==> config.mk <==
export PLATFORM = sky130hd
export DESIGN_NAME = i2c_addr_match
export DESIGN_NICKNAME = d
export VERILOG_FILES = /design/src/rtl/i2c_am_pkg.sv /design/src/rtl/i2c_am_cmp.sv /design/src/rtl/i2c_am_lsb.sv /design/src/rtl/i2c_am_seq.sv /design/src/rtl/i2c_addr_match.sv
export SDC_FILE = /design/constraint.sdc
export NUM_CORES = 1
export LEC_CHECK = 0
export ABC_AREA = 0
export CAP_MARGIN = 20
export CORE_AREA = 2 2 54 43
export DETAILED_ROUTE_END_ITERATION = 8
export DIE_AREA = 0 0 56 45
export PLACE_DENSITY = 0.74
export RECOVER_POWER = 50
export SYNTH_ARGS = -nofsm -noshare
export SYNTH_HDL_FRONTEND = slang
export SYNTH_SLANG_ARGS = --single-unit
==> constraint.sdc <==
create_clock -name clk -period 1.7 [get_ports clk]
set_input_delay 0.51 -clock clk [delete_from_list [all_inputs] [get_ports clk]]
set_output_delay 0.51 -clock clk [all_outputs]
set_load 0.02 [all_outputs]
==> src/rtl/i2c_am_pkg.sv <==
package i2c_am_pkg;
  typedef enum logic [1:0] {
    PH_IDLE = 2'd0,
    PH_HDR  = 2'd1,
    PH_SEC  = 2'd2,
    PH_DATA = 2'd3
  } am_phase_e;
endpackage

==> src/rtl/i2c_am_cmp.sv <==
module i2c_am_cmp #(
  parameter int HI_W = 7
) (
  input  logic [HI_W:0]   cand,
  input  logic [HI_W-1:0] addr_hi,
  input  logic            low_bit,
  input  logic            wide_mode,
  output logic            hit
);
  logic upper_eq;
  logic full_eq;

  assign upper_eq = (cand[HI_W:1] == addr_hi);
  assign full_eq  = upper_eq && (cand[0] == low_bit);
  assign hit      = wide_mode ? full_eq : upper_eq;
endmodule

==> src/rtl/i2c_am_lsb.sv <==
module i2c_am_lsb (
  input  logic clk,
  input  logic rst_n,
  input  logic set_i,
  input  logic clr_i,
  output logic lsb_q
);
  always_ff @(posedge clk or negedge rst_n) begin
    if (!rst_n)     lsb_q <= 1'b0;
    else if (clr_i) lsb_q <= 1'b0;
    else if (set_i) lsb_q <= 1'b1;
  end

  a_r8_clear_wins: assert property (@(posedge clk) disable iff (!rst_n)
    clr_i |=> !lsb_q);
  a_r8_set_takes: assert property (@(posedge clk) disable iff (!rst_n)
    (set_i && !clr_i) |=> lsb_q);
endmodule

==> src/rtl/i2c_am_seq.sv <==
module i2c_am_seq
  import i2c_am_pkg::*;
#(
  parameter int HI_W = 7
) (
  input  logic          clk,
  input  logic          rst_n,
  input  logic          wide_mode,
  input  logic          start_i,
  input  logic          stop_i,
  input  logic          take_i,
  input  logic [HI_W:0] byte_i,
  input  logic          hit_i,
  output logic          match_o,
  output logic          hit_flag_o,
  output logic          dir_o,
  output logic [HI_W:0] sec_o,
  output logic          sec_vld_o
);
  am_phase_e phase_q;

  always_ff @(posedge clk or negedge rst_n) begin
    if (!rst_n) begin
      phase_q    <= PH_IDLE;
      match_o    <= 1'b0;
      hit_flag_o <= 1'b0;
      dir_o      <= 1'b0;
      sec_o      <= '0;
      sec_vld_o  <= 1'b0;
    end else begin
      match_o   <= 1'b0;
      sec_vld_o <= 1'b0;
      if (stop_i) begin
        phase_q    <= PH_IDLE;
        hit_flag_o <= 1'b0;
      end else if (start_i) begin
        phase_q <= PH_HDR;
      end else if (take_i) begin
        unique case (phase_q)
          PH_HDR: begin
            if (hit_i) begin
              hit_flag_o <= 1'b1;
              dir_o      <= byte_i[0];
              match_o    <= 1'b1;
              phase_q    <= (wide_mode && !byte_i[0]) ? PH_SEC : PH_DATA;
            end else begin
              hit_flag_o <= 1'b0;
              phase_q    <= PH_DATA;
            end
          end
          PH_SEC: begin
            sec_o     <= byte_i;
            sec_vld_o <= 1'b1;
            phase_q   <= PH_DATA;
          end
          default: phase_q <= phase_q;
        endcase
      end
    end
  end

  a_r4_single_pulse: assert property (@(posedge clk) disable iff (!rst_n)
    match_o |=> !match_o);
  a_r4_pulse_with_flag: assert property (@(posedge clk) disable iff (!rst_n)
    match_o |-> hit_flag_o);
  a_r9_stop_clears: assert property (@(posedge clk) disable iff (!rst_n)
    stop_i |=> (!hit_flag_o && !match_o && !sec_vld_o));
  a_r7_sec_needs_flag: assert property (@(posedge clk) disable iff (!rst_n)
    sec_vld_o |-> hit_flag_o);
  a_r6_pulse_needs_take: assert property (@(posedge clk) disable iff (!rst_n)
    match_o |-> $past(take_i));
endmodule

==> src/rtl/i2c_addr_match.sv <==
module i2c_addr_match #(
  parameter int HI_W = 7,
  localparam int BYTE_W = HI_W + 1
) (
  input  logic              clk,
  input  logic              rst_n,
  input  logic              ten_bit_mode,
  input  logic [HI_W-1:0]   addr_hi,
  input  logic              lsb_set,
  input  logic              lsb_clr,
  input  logic              start_det,
  input  logic              stop_det,
  input  logic              rx_valid,
  output logic              rx_ready,
  input  logic [BYTE_W-1:0] rx_byte,
  output logic              match_pulse,
  output logic              addr_hit,
  output logic              rx_dir,
  output logic [BYTE_W-1:0] sec_byte,
  output logic              sec_valid
);
  logic low_bit;
  logic cmp_hit;
  logic take;

  assign rx_ready = 1'b1;
  assign take     = rx_valid && rx_ready;

  i2c_am_lsb u_lsb (
    .clk   (clk),
    .rst_n (rst_n),
    .set_i (lsb_set),
    .clr_i (lsb_clr),
    .lsb_q (low_bit)
  );

  i2c_am_cmp #(.HI_W(HI_W)) u_cmp (
    .cand      (rx_byte),
    .addr_hi   (addr_hi),
    .low_bit   (low_bit),
    .wide_mode (ten_bit_mode),
    .hit       (cmp_hit)
  );

  i2c_am_seq #(.HI_W(HI_W)) u_seq (
    .clk        (clk),
    .rst_n      (rst_n),
    .wide_mode  (ten_bit_mode),
    .start_i    (start_det),
    .stop_i     (stop_det),
    .take_i     (take),
    .byte_i     (rx_byte),
    .hit_i      (cmp_hit),
    .match_o    (match_pulse),
    .hit_flag_o (addr_hit),
    .dir_o      (rx_dir),
    .sec_o      (sec_byte),
    .sec_vld_o  (sec_valid)
  );

  a_r1_always_ready: assert property (@(posedge clk) disable iff (!rst_n)
    rx_ready);
  a_r7_sec_excl_match: assert property (@(posedge clk) disable iff (!rst_n)
    !(sec_valid && match_pulse));
endmodule

# Word-level counts from Yosys, hierarchy flattened
# Index checks and enable logic that the tools add are counted.
# op_classes
n_eq_ne	5
mux	22
n_bitwise	2
n_reduce_logical	12
# ops
cell	count
1-bit two-way mux	17
2-bit two-way mux	4
7-bit equality test	1
2-bit nonzero test	3
5-bit AND reduction	1
2-bit case mux with 2 select lines	1
4-bit AND reduction	1
4-bit nonzero test	1
3-bit AND reduction	1
3-bit nonzero test	1
2-bit by 1-bit equality test with 1-bit output (second input constant)	1
2-bit equality test (second input constant)	1
1-bit logical AND	2
2-bit by 1-bit != test with 1-bit output (second input constant)	1
1-bit NOT	2
2-bit AND reduction	1
1-bit equality test	1
1-bit zero test	1
# totals
register_bits	15
inputBits	23
wordCells	48

# Logic depth before layout (Yosys ltp)
# logic_depth
word_depth	8
ltp_mapped	6
mapped_depth_nobuf	6

# By module
# From an unflattened synthesis, not the netlist that was laid out.
# unflattened
hier_cells	55
area_unflattened_um2	755.7
# by_module_without_submodules
module	n_inst	cells_each	area_per_inst_um2	seq_area_each_um2
i2c_am_seq	1	40	615.6	350.3
i2c_am_cmp	1	11	93.8	0.0
i2c_am_lsb	1	2	35.0	25.0
i2c_addr_match	1	2	11.3	0.0

# Least setup slack after synthesis
# No wires, ideal clock.
# synth_timing
path_kind	input -> register
start	input port rx_byte[2]
end	register u_seq.dir_o
setup_ns	0.125
arrival_time_ns	1.481
setup_slack_ns	0.094
cell_stages	4
cell_sequence	xor2_1 nor4_2 and4_4 mux2_4
# synth_via
elab_chain_len	4
# synth_rtl
item	line	rtl
start, declared	i2c_addr_match.sv:15	input logic [BYTE_W-1:0] rx_byte,
7-bit equality test (*)	i2c_am_cmp.sv:13	assign upper_eq = (cand[HI_W:1] == addr_hi);
1-bit logical AND	i2c_am_cmp.sv:14	assign full_eq = upper_eq && (cand[0] == low_bit);
1-bit two-way mux (*)	i2c_am_cmp.sv:15	assign hit = wide_mode ? full_eq : upper_eq;
5-bit AND reduction (no line) (*)	n/a	
end signal, assigned	i2c_am_seq.sv:43	dir_o <= byte_i[0];
end, declared	i2c_am_seq.sv:16	output logic dir_o,
# Mark *: on every way between the ends. The rest lies on a longest branch, timed or not.
# A chain may end at the register's enable or synchronous reset.

# Worst setup path after layout
# layout_timing
start	input port rx_byte[4]
end	register u_seq.dir_o
# The elaborated chain is that of the path after synthesis.

==> metrics.txt <==
outcome completed; power per cell area 667 mW/mm²; internal power 0.000583 W; most frequent cells in the layout dfrtp_1 (15), dlymetal6s2s_1 (12), dlygate4sd2_1 (12); number of synthesis warnings 0; wire length per cell 13.0 µm; initial antenna violation count 0; crit path DAT 1810 ps; Hold WC Path Type register to register; total gr overflow 0; starting density of the core 36.9%; actual slew at the worst max-slew pin 814 ps; Flop pwr share 49.7%; Die X-Extent 56 µm; H-tree lvl count 1; CP endpoint kind register; first-pass GRT wire length 2650 µm; final instance area 0.00121 mm²; Synth Instances 59; Worst-path clk slew 80 ps; IO buf count 34; Combinational Power Share 25.7%; CTS buffer count 3; hold_ws 507 ps; Area Overhead vs Synth 67.0%; Reg2Reg Depth 6; Cell Area, Placed 0.00115 mm²; hold buffers post-CTS 0; Crit path buffers/inverters 1; Tmin final 1640 ps; most common cell after layout, fill and taps aside dfrtp_1; TritonCTS clock tree yes; IO Count 36; CP top delay family buffers and inverters; share of cells above drive strength 1 24.8%; GRT met3 Usage 8.02%; Critical Path RT 1870 ps; deepest clock path buffer count 2; synthesized flop and latch total 15; Post-Route WL 1670 µm; CTS Root Cell clkbuf_4; worst-path fanout max 2; fin. max-slew vios 0; Net Switching 0.000223 W; WP depth 5; sequential fraction of the synthesis area 51.9%; multi-input logic area 340 µm²; Overall Global Routing Usage 14.6%; met1 Track Usage GR 16.2%; leakage power 0.699 nW; Post-Syn Area per Cell 12.3 µm²; M2 GR Usage 23.5%; Switching Fraction 27.6%; clock sink total 15; # setup viols final 0; busiest grt layer met2; vias in the first global route 610; routed vias/inst 4.62; pin count of the biggest net entering global routing 16; clock power share 24.7%; die area 0.00252 mm²; register cell area after layout 375 µm²; DRT Pass-1 Iters 2; CP cell instances clkdlybuf4s50_1 > xor2_1 > nor3_2 > and4_4 > mux2_4; slowest cell on the critical path clkdlybuf4s50_1; Worst Hold Path Cells 2; DRC viols 0; Worst Skew 5.36 ps; post-synthesis instance area 723 µm²; Syn Nets 84; Clock Latency Late Sink 280 ps; CP peak stage delay 430 ps; Site Rows 14; crit path launch type input pin; Final ANT Viol Nets 0; Final Hold Viols 0; reg-to-reg slack, setup 240 ps; Final HPWL DP 1310 µm; ANT cells 0; distinct cell type count after synthesis 21; Fmax 611 MHz; core area 0.00196 mm²; fillcell total 173; Die Ht 45 µm; first-iteration detailed-routing DRC count 5; Peak VDD IR 0.512 mV; Crit Path Category input pin to register; max_slew headroom 45.8%; DR vias 596; Max-Cap Viols 0; placer congestion estimate 0.778; fin crit share 96.3%; Nets 131
[path summary, 6_finish.rpt]
check                                              from                           end
setup / recovery                             rx_byte[4]       u_seq.dir_o$_DFFE_PN0P_
hold / removal             u_seq.hit_flag_o$_DFFE_PN0P_  u_seq.hit_flag_o$_DFFE_PN0P_
setup reg to reg           u_seq.phase_q[1]$_DFFE_PN0P_       u_seq.dir_o$_DFFE_PN0P_
hold reg to reg            u_seq.hit_flag_o$_DFFE_PN0P_  u_seq.hit_flag_o$_DFFE_PN0P_
max in group asynchronous                         rst_n  u_seq.hit_flag_o$_DFFE_PN0P_
min in group asynchronous                         rst_n    u_seq.sec_o[6]$_DFFE_PN0P_
[area by class of cell]
class                           count  share of cell area, %
Multi-Input combinational cell     40                   28.2
Tap cell                           24                   2.49
Inverter                            2                  0.622
Clock inverter                      1                  0.415
Clock buffer                        3                   1.87
Sequential cell                    15                   31.1
Timing Repair Buffer               44                   35.3
[timing repair]
action / in CTS / in global routing
pin swaps: 1 / 5
buffers inserted: 0 / 1
endpoints found under the setup margin: 13 / 2
gates resized for setup: 13 / 13
hold endpoints to repair: 0 / 0
[metrics by stage]
| step | power (W) | setup slack (ps) | cells | util (%) | TNS [ps] |
|---|---|---|---|---|---|
| after CTS | 0.000823 | -90.4 | 128 | 59.4 | -90.4 |
| after global routing | 0.000861 | -2.03 | 129 | 61.5 | -2.03 |
| final | 0.000806 | 63.1 | 129 | 61.5 | 0 |
| after floorplan | 0.000494 | 94.1 | 59 | - | 0 |
| after global placement | 0.000628 | -411 | 124 | 58.5 | -2270 |
| after detailed placement | 0.000632 | -422 | 124 | 58.5 | -2380 |
[metal layers]
metal | share of wire, % | routed length [µm] | up-vias
met5 | 0 | 0 | -
met4 | 1.7 | 28 | 0
met3 | 8.7 | 146 | 5
met2 | 48 | 795 | 22
met1 | 42 | 702 | 278
li1 | - | - | 291
[cells in the mapped netlist, drive strengths merged]
library cell | count | area share, %
buf | 2 | 1.7
dfrtp | 15 | 52
nor4 | 1 | 1.7
nand2 | 2 | 1.0
inv | 2 | 1.0
conb | 1 | 0.52
and4 | 1 | 1.6
mux2 | 9 | 15
nor4b | 1 | 1.2
and3 | 1 | 0.87
nor3 | 2 | 1.4
ha | 2 | 3.5
nor2 | 5 | 2.6
nor2b | 1 | 0.87
xor2 | 8 | 9.7
nand3 | 1 | 0.69
o21a | 2 | 2.1
o31ai | 1 | 1.0
nand3b | 2 | 2.1
[state kept, by name, indices dropped and copies added (netlist names)]
signal / flops
u_seq.sec_vld_o: 1
u_seq.sec_o: 8
u_lsb.lsb_q: 1
u_seq.match_o: 1
u_seq.hit_flag_o: 1
u_seq.dir_o: 1
u_seq.phase_q: 2
[power groups by stage]
stage / logic (W) / clock network [W] / registers (W)
6_report: 0.000207 / 0.000199 / 0.000400
5_1_grt: 0.000225 / 0.000232 / 0.000404
4_1_cts: 0.000210 / 0.000213 / 0.000400
3_5_place_dp: 0.000225 / 0 / 0.000408
3_3_place_gp: 0.000221 / 0 / 0.000406
2_1_floorplan: 0.0000574 / 0 / 0.000437
[cells by family (layout without fill, tap and decap cells)]
kind of cell    Yosys count  in the layout  share of synthesized area (%)
compound gates            3              3                           3.11
xor+xnor                  8              8                           9.69
fa+ha+maj                 2              2                           3.46
buf+inv                   4             50                           2.77
flops                    15             15                           51.9
mux                       9              9                           14.5
other cells               1              1                          0.519
simple gates             17             17                           14.0
[worst register-to-register path: stages, from the launching register on]
cell	delay (ps)
dfrtp_1	400
inv_1	60
ha_1	130
nand3b_1	100
nor2_1	120
and4_4	240
mux2_4	290
(Power assumes the default switching activity.)
